$ cat config.mk
export PLATFORM = sky130hd
export DESIGN_NAME = spi_sniffer
export DESIGN_NICKNAME = d
export VERILOG_FILES = /design/src/rtl/spi_mon_pkg.sv /design/src/rtl/spi_mon_sync.sv /design/src/rtl/spi_mon_edge.sv /design/src/rtl/spi_mon_frame.sv /design/src/rtl/spi_mon_out.sv /design/src/rtl/spi_sniffer.sv
export SDC_FILE = /design/constraint.sdc
export NUM_CORES = 1
export LEC_CHECK = 0
export ABC_AREA = 1
export BUFFER_PORTS_ARGS = -buffer_cell sky130_fd_sc_hd__buf_2
export CAP_MARGIN = 20
export CORE_UTILIZATION = 40
export CTS_CLUSTER_DIAMETER = 100
export DETAILED_ROUTE_END_ITERATION = 7
export PLACE_DENSITY = 0.55
export REMOVE_ABC_BUFFERS = 1
export SLEW_MARGIN = 0
export SYNTH_ARGS = -nofsm -noshare
export SYNTH_HDL_FRONTEND = slang
export SYNTH_SLANG_ARGS = --single-unit
$ cat constraint.sdc
create_clock -name clk_i -period 3.3 [get_ports clk_i]
set_clock_uncertainty 0.15 [all_clocks]
set_input_delay 0.495 -clock clk_i [delete_from_list [all_inputs] [get_ports clk_i]]
set_output_delay 0.495 -clock clk_i [all_outputs]
set_load 0.005 [all_outputs]
$ cat src/rtl/spi_mon_pkg.sv
package spi_mon_pkg;
  // capture on the rising edge for modes 0 and 3
  function automatic logic cap_on_rise(input logic cpol, input logic cpha);
    return ~(cpol ^ cpha);
  endfunction
endpackage

$ cat src/rtl/spi_mon_sync.sv
module spi_mon_sync #(
  parameter int unsigned N      = 4,
  parameter int unsigned STAGES = 2
) (
  input  logic         clk_i,
  input  logic         rst_ni,
  input  logic [N-1:0] d_i,
  output logic [N-1:0] q_o
);
  for (genvar i = 0; i < N; i++) begin : g_line
    logic [STAGES-1:0] ff_q;
    always_ff @(posedge clk_i or negedge rst_ni) begin
      if (!rst_ni) ff_q <= '0;
      else         ff_q <= {ff_q[STAGES-2:0], d_i[i]};
    end
    assign q_o[i] = ff_q[STAGES-1];
  end
endmodule

$ cat src/rtl/spi_mon_edge.sv
module spi_mon_edge #(
  parameter int unsigned STAGES = 2
) (
  input  logic clk_i,
  input  logic rst_ni,
  input  logic sck_i,
  input  logic cs_i,
  input  logic cpol_i,
  input  logic cpha_i,
  input  logic cs_en_i,
  output logic cap_o,
  output logic cs_chg_o,
  output logic cs_old_o,
  output logic cs_new_o
);
  import spi_mon_pkg::*;
  localparam int unsigned PRIME = STAGES + 1;
  localparam int unsigned PW    = $clog2(PRIME + 1);

  logic [PW-1:0] prime_q;
  logic          primed;
  logic          sck_q, cs_q;

  assign primed = (prime_q == PW'(PRIME));

  // history tracks the lines even before priming, so no spurious edge later
  always_ff @(posedge clk_i or negedge rst_ni) begin
    if (!rst_ni) begin
      prime_q <= '0;
      sck_q   <= 1'b0;
      cs_q    <= 1'b0;
    end else begin
      if (!primed) prime_q <= prime_q + 1'b1;
      sck_q <= sck_i;
      cs_q  <= cs_i;
    end
  end

  assign cap_o    = primed && (sck_i != sck_q) && (sck_i == cap_on_rise(cpol_i, cpha_i));
  assign cs_chg_o = primed && cs_en_i && (cs_i != cs_q);
  assign cs_old_o = cs_q;
  assign cs_new_o = cs_i;
endmodule

$ cat src/rtl/spi_mon_frame.sv
module spi_mon_frame #(
  parameter int unsigned MAX_W = 32,
  parameter int unsigned DUR_W = 32,
  parameter int unsigned LEN_W = 6
) (
  input  logic             clk_i,
  input  logic             rst_ni,
  input  logic             cap_i,
  input  logic             cs_chg_i,
  input  logic             mosi_i,
  input  logic             miso_i,
  input  logic             cs_lvl_i,
  input  logic             cs_en_i,
  input  logic             cs_act_high_i,
  input  logic             lsb_first_i,
  input  logic [LEN_W-1:0] word_len_i,
  output logic             done_o,
  output logic [MAX_W-1:0] mosi_o,
  output logic [MAX_W-1:0] miso_o,
  output logic [DUR_W-1:0] dur_o,
  output logic             err_o
);
  logic [LEN_W-1:0] cnt_q, cnt_d, b_cnt, eff_len, pos;
  logic [MAX_W-1:0] mo_q, mo_d, b_mo, mi_q, mi_d, b_mi;
  logic [DUR_W-1:0] dur_q, dur_d, b_dur, dur_cur;
  logic             err_q, err_d, b_err, deass;

  function automatic logic [DUR_W-1:0] sat_inc(input logic [DUR_W-1:0] v);
    return (v == '1) ? v : v + 1'b1;
  endfunction

  always_comb begin
    eff_len = (word_len_i == '0 || word_len_i > LEN_W'(MAX_W)) ? LEN_W'(MAX_W) : word_len_i;
    // chip-select change restarts framing before this cycle's edge is taken
    b_cnt = cs_chg_i ? '0   : cnt_q;
    b_mo  = cs_chg_i ? '0   : mo_q;
    b_mi  = cs_chg_i ? '0   : mi_q;
    b_err = cs_chg_i ? 1'b0 : err_q;
    b_dur = cs_chg_i ? '0   : dur_q;
    deass = cs_en_i && (cs_lvl_i != cs_act_high_i);
    pos   = lsb_first_i ? b_cnt : LEN_W'(eff_len - 1'b1 - b_cnt);

    cnt_d   = b_cnt;
    mo_d    = b_mo;
    mi_d    = b_mi;
    err_d   = b_err;
    dur_d   = (b_cnt != '0) ? sat_inc(b_dur) : b_dur;
    dur_cur = dur_d;
    done_o  = 1'b0;

    if (cap_i) begin
      mo_d    = b_mo | (MAX_W'(mosi_i) << pos);
      mi_d    = b_mi | (MAX_W'(miso_i) << pos);
      err_d   = b_err | deass;
      dur_cur = (b_cnt == '0) ? DUR_W'(1) : sat_inc(b_dur);
      dur_d   = dur_cur;
      cnt_d   = LEN_W'(b_cnt + 1'b1);
      if (cnt_d == eff_len) done_o = 1'b1;
    end

    mosi_o = mo_d;
    miso_o = mi_d;
    dur_o  = dur_cur;
    err_o  = err_d;
  end

  always_ff @(posedge clk_i or negedge rst_ni) begin
    if (!rst_ni) begin
      cnt_q <= '0;
      mo_q  <= '0;
      mi_q  <= '0;
      dur_q <= '0;
      err_q <= 1'b0;
    end else if (done_o) begin
      cnt_q <= '0;
      mo_q  <= '0;
      mi_q  <= '0;
      dur_q <= '0;
      err_q <= 1'b0;
    end else begin
      cnt_q <= cnt_d;
      mo_q  <= mo_d;
      mi_q  <= mi_d;
      dur_q <= dur_d;
      err_q <= err_d;
    end
  end
endmodule

$ cat src/rtl/spi_mon_out.sv
module spi_mon_out #(
  parameter int unsigned MAX_W = 32,
  parameter int unsigned DUR_W = 32
) (
  input  logic             clk_i,
  input  logic             rst_ni,
  input  logic             done_i,
  input  logic [MAX_W-1:0] mosi_i,
  input  logic [MAX_W-1:0] miso_i,
  input  logic [DUR_W-1:0] dur_i,
  input  logic             err_i,
  input  logic             cs_chg_i,
  input  logic             cs_old_i,
  input  logic             cs_new_i,
  output logic             word_valid_o,
  output logic [MAX_W-1:0] word_mosi_o,
  output logic [MAX_W-1:0] word_miso_o,
  output logic [DUR_W-1:0] word_dur_o,
  output logic             word_err_o,
  output logic             cs_evt_valid_o,
  output logic             cs_evt_old_o,
  output logic             cs_evt_new_o
);
  logic pend_q;

  always_ff @(posedge clk_i or negedge rst_ni) begin
    if (!rst_ni) begin
      pend_q         <= 1'b0;
      word_valid_o   <= 1'b0;
      word_mosi_o    <= '0;
      word_miso_o    <= '0;
      word_dur_o     <= '0;
      word_err_o     <= 1'b0;
      cs_evt_valid_o <= 1'b0;
      cs_evt_old_o   <= 1'b0;
      cs_evt_new_o   <= 1'b0;
    end else begin
      // word finishing with a chip-select change waits one cycle
      pend_q         <= done_i & cs_chg_i;
      word_valid_o   <= (done_i & ~cs_chg_i) | pend_q;
      cs_evt_valid_o <= cs_chg_i;
      if (done_i) begin
        word_mosi_o <= mosi_i;
        word_miso_o <= miso_i;
        word_dur_o  <= dur_i;
        word_err_o  <= err_i;
      end
      if (cs_chg_i) begin
        cs_evt_old_o <= cs_old_i;
        cs_evt_new_o <= cs_new_i;
      end
    end
  end
endmodule

$ cat src/rtl/spi_sniffer.sv
module spi_sniffer #(
  parameter int unsigned MAX_W  = 32,
  parameter int unsigned DUR_W  = 32,
  parameter int unsigned STAGES = 2,
  localparam int unsigned LEN_W = $clog2(MAX_W + 1)
) (
  input  logic             clk_i,
  input  logic             rst_ni,
  input  logic             sck_i,
  input  logic             mosi_i,
  input  logic             miso_i,
  input  logic             cs_i,
  input  logic             cpol_i,
  input  logic             cpha_i,
  input  logic             lsb_first_i,
  input  logic [LEN_W-1:0] word_len_i,
  input  logic             cs_act_high_i,
  input  logic             cs_en_i,
  output logic             word_valid_o,
  output logic [MAX_W-1:0] word_mosi_o,
  output logic [MAX_W-1:0] word_miso_o,
  output logic [DUR_W-1:0] word_dur_o,
  output logic             word_err_o,
  output logic             cs_evt_valid_o,
  output logic             cs_evt_old_o,
  output logic             cs_evt_new_o
);
  logic [3:0] line_s;
  logic cap, cs_chg, cs_old, cs_new, done, err;
  logic [MAX_W-1:0] mo, mi;
  logic [DUR_W-1:0] dur;

  spi_mon_sync #(.N(4), .STAGES(STAGES)) u_sync (
    .clk_i, .rst_ni,
    .d_i({cs_i, miso_i, mosi_i, sck_i}),
    .q_o(line_s)
  );

  spi_mon_edge #(.STAGES(STAGES)) u_edge (
    .clk_i, .rst_ni,
    .sck_i(line_s[0]), .cs_i(line_s[3]),
    .cpol_i, .cpha_i, .cs_en_i,
    .cap_o(cap), .cs_chg_o(cs_chg), .cs_old_o(cs_old), .cs_new_o(cs_new)
  );

  spi_mon_frame #(.MAX_W(MAX_W), .DUR_W(DUR_W), .LEN_W(LEN_W)) u_frame (
    .clk_i, .rst_ni,
    .cap_i(cap), .cs_chg_i(cs_chg),
    .mosi_i(line_s[1]), .miso_i(line_s[2]), .cs_lvl_i(line_s[3]),
    .cs_en_i, .cs_act_high_i, .lsb_first_i, .word_len_i,
    .done_o(done), .mosi_o(mo), .miso_o(mi), .dur_o(dur), .err_o(err)
  );

  spi_mon_out #(.MAX_W(MAX_W), .DUR_W(DUR_W)) u_out (
    .clk_i, .rst_ni,
    .done_i(done), .mosi_i(mo), .miso_i(mi), .dur_i(dur), .err_i(err),
    .cs_chg_i(cs_chg), .cs_old_i(cs_old), .cs_new_i(cs_new),
    .word_valid_o, .word_mosi_o, .word_miso_o, .word_dur_o, .word_err_o,
    .cs_evt_valid_o, .cs_evt_old_o, .cs_evt_new_o
  );
endmodule

==> metrics.csv <==
stage,metric,value,unit
power_and_ir_drop,pwr-share-seq,39.9,%
power_and_ir_drop,combPwrFrac,23.1,%
placement,dp.final_hpwl,20.7,mm
cts,insertion_delay,0.53,ns
status,outcome,completed,
logic_synthesis,netlist_instances,1546,
grt,grt_pass1_vias,9616,
power_and_ir_drop,p_switching,2.42,mW
layout,fill_cells,2868,
layout,design_area,0.0135,sq mm
drt,wl,30.3,mm
sta,max_freq,0.324,GHz
sta,layout_setup_ws,0.218,ns
sta,finalSetupViolations,0,
power_and_ir_drop,power_density,567,mW/mm^2
sta,rsz0062_at_grt,false,
logic_synthesis,synth-seq-cells,217,
power_and_ir_drop,p_int,5.24,mW
placement,portBuffers,117,
logic_synthesis,ys_seq_area_share,48.3,%
placement,gp_congestion,0.967,
floorplanning,dieArea,0.0288,sq mm
sta,period_needed,3.08,ns
floorplanning,ios,118,
worst_setup_path,crit_required,3.61,ns
power_and_ir_drop,ir_drop,0.328,mV
sta,finalHoldViolations,0,
worst_setup_path,cp_data_arrival_time,3.39,ns
placement,dp_slack,0.118,ns
drt,wire_per_inst,14.6,microns
power_and_ir_drop,cellLeakagePower,7.45,nW
grt,antenna_found_initial,0,
layout,fin_nets,1702,
floorplanning,num_rows,61,
sta,slew_headroom,61.0,%
layout,drive_above_1_share,14.8,%
power_and_ir_drop,power.share.clock,37.0,%
logic_synthesis,syn_area,0.0113,sq mm
sta,period_share,93.4,%
logic_synthesis,ys_types,41,
logic_synthesis,synthTopCellsByArea,"dfrtp_1, nand2_1, nor2_1",
logic_synthesis,synth_top_cell_area_share,48.3,%
logic_synthesis,syn_avg_cell_area,7.28,sq um
worst_setup_path,critical_path_class,reg2reg,
drt,via_per_inst,4.89,
sta,final.setup.tns,0,ns
hold_path,hp-class,in2reg,
floorplanning,die_w,170,microns
grt,track_usage,21.2,%
cts,ctsRootBufferMaster,clkbuf_16,
drt,dr.pass1.iters,6,
floorplanning,die_y,170,microns
placement,placed_area,0.0125,sq mm
cts,clock_path_buffers,3,
worst_setup_path,start_kind,flop,
layout,area_delta_synth_final,20.0,%
drt,drc_errors,0,
layout,antenna_cells,0,
flow_run,maxCapViolCount,0,
logic_synthesis,yosys_warnings,0,
power_and_ir_drop,switching_share,31.6,%
layout,finalNonFillerCells,2071,
power_and_ir_drop,finalPower,7.65,mW
cts,cts_max_level,1,
worst_setup_path,end_kind,flop,
cts,cts-buffers-inserted,25,
sta,tightest_slew,0.584,ns
cts,cts_tree,done,
cts,clk_pin_slew,0.06,ns
logic_synthesis,synth_top_area_cell,dfrtp_1,
grt,grt-ovfl-total,0,
floorplanning,core_area,0.0277,sq mm
worst_setup_path,cp_max_fo,16,
placement,dpl.cell_count,2014,
floorplanning,start_util,40.6,%
grt,grt_first_pass_wirelength,49.3,mm
drt,via_count,10100,
cts,clkSinkCount,217,
drt,drtIter0Drc,757,
drt,drt.antenna.violating_nets,0,
grt,grt_max_degree,96,
sta,slew_violations,0,
[cell usage after synthesis]
master and count:
nand2_1 668, dfrtp_1 217, nor2_1 182, nand3_1 87
a21oi_1 79, inv_1 75, buf_2 49, nand4_1 28
o21ai_0 20, clkbuf_1 19, xor2_1 16, o21ai_1 13
nor3_1 12, ha_1 9, inv_2 7, nand3b_1 7
a211oi_1 5, nand2_2 5, nor2_2 5, xnor2_1 5
nor3_2 4, and3_1 3, buf_4 3, o21bai_1 3
and2_1 2, buf_1 2, buf_6 2, nand2_4 2
nand3_2 2, o21a_1 2, o22ai_1 2, or2_2 2
a21boi_0 1, a21o_1 1, a32oi_1 1, mux2_2 1
nand4_4 1, nor2_4 1, nor3_4 1, nor3b_1 1
nor4_1 1
[final timing paths]
kind / from / endpoint / slack (ns) / cells past startpoint
worst max-delay path: u_edge.prime_q[0] / u_out.word_dur_o[9] / 0.22 / 17
worst min-delay path: cs_en_i / u_frame.err_q / 0.17 / 3
worst max register to register: u_edge.prime_q[0] / u_out.word_dur_o[9] / 0.22 / 17
worst min register to register: u_sync.g_line[1].ff_q[0] / u_sync.g_line[1].ff_q[1] / 0.20 / 0
max in group asynchronous: rst_ni / u_out.word_dur_o[26] / 1.86 / 3
min in group asynchronous: rst_ni / u_out.cs_evt_valid_o / 0.38 / 2
[critical path, cell delays in order, from the launching register on]
cell and delay, ns:
dfrtp_1 0.40, ha_2 0.23, nand2_1 0.07, nor2_2 0.05, nand2_4 0.12, nand2_1 0.09
buf_4 0.16, ha_1 0.19, inv_1 0.05, nor2_1 0.04, nand2_1 0.30, nor2_2 0.07
inv_1 0.44, nand3_1 0.11, or2_2 0.33, nand2_1 0.10, nand2_1 0.06, nand2_1 0.05
[registers in the layout, summed over array words and instances (netlist names), 2 cells and up]
name                flops
u_frame.cnt_q           6
u_frame.mi_q           32
u_sync.g_line.ff_q      8
u_out.word_dur_o       32
u_out.word_mosi_o      32
u_out.word_miso_o      32
u_frame.dur_q          32
u_frame.mo_q           32
u_edge.prime_q          2
[layout by cell type, fill, tap and decap left out, types with 3 or more instances in the layout]
cell and count:
nand2_1 666, dfrtp_1 217, nor2_1 180, buf_2 116
nand3_1 86, a21oi_1 79, inv_1 75, buf_4 37
nand4_1 28, clkbuf_16 26, o21ai_0 18, xor2_1 16
o21ai_1 15, nor3_1 12, buf_12 11, clkbuf_8 8
nand2_2 7, nand3b_1 7, ha_1 7, nor2_2 6
inv_2 6, xnor2_1 5, a211oi_1 5, dlygate4sd3_1 5
clkbuf_1 4, clkinv_2 4, buf_6 4, nand3_2 3
o21bai_1 3, and3_1 3, nor3_2 3, buf_8 3
[metal layers]
layer / share of wire [%] / vias up / global-route usage (%)
met1: 46 / 4769 / 28.8
met3: 4.0 / 37 / 2.71
met4: 1.8 / 0 / 5.48
li1: - / 5122 / -
met5: 0 / - / 0
met2: 48 / 201 / 35.6
[logic make-up after synthesis]
logic type | Yosys count | share of synthesized area (%)
adder cells (fa/ha/maj) | 9 | 1.00
buffers and inverters | 157 | 6.02
flip-flops | 217 | 48.3
AO/OA/AOI/OAI | 127 | 5.97
multiplexers | 1 | 0.100
AND/OR/NAND/NOR | 1014 | 37.0
XOR/XNOR | 21 | 1.63
[area by class of cell]
cell class | count | area [sq um] | share of cell area (%)
clock buffer | 37 | 751 | 5.56
clock inverter | 7 | 88.8 | 0.658
inverter | 82 | 313 | 2.32
multi-input combinational | 1172 | 5180 | 38.3
sequential | 217 | 5430 | 40.2
tap | 378 | 473 | 3.50
timing repair buffer | 178 | 1270 | 9.41
[power groups by stage]
| stage | combinational [mW] | sequential (mW) | clock (mW) |
|---|---|---|---|
| finish | 1.77 | 3.05 | 2.83 |
| floorplan | 1.05 | 3.07 | 0 |
| global route | 1.99 | 3.08 | 3.00 |
| detailed placement | 1.74 | 3.10 | 0 |
| global placement | 1.73 | 3.10 | 0 |
| CTS | 1.75 | 3.05 | 2.90 |
[per-stage QoR]
| stage | util, % | hold WS [ns] |
|---|---|---|
| 6_report | 48.7 | 0.173 |
| 5_1_grt | 48.7 | 0.176 |
| 4_1_cts | 48.2 | 0.156 |
| 3_5_place_dp | 45.0 | 0.185 |
| 3_3_place_gp | 45.0 | 0.186 |
| 2_1_floorplan | - | 0.0494 |
[repair_timing]
item | in CTS | in global routing
gates resized for setup | 0 | 24
endpoints found under the setup margin | 0 | 159
hold buffers | 5 | 0
setup buffers | 0 | 6
hold endpoints to repair | 62 | 0
No activity file was read; power rests on OpenSTA's default activity.
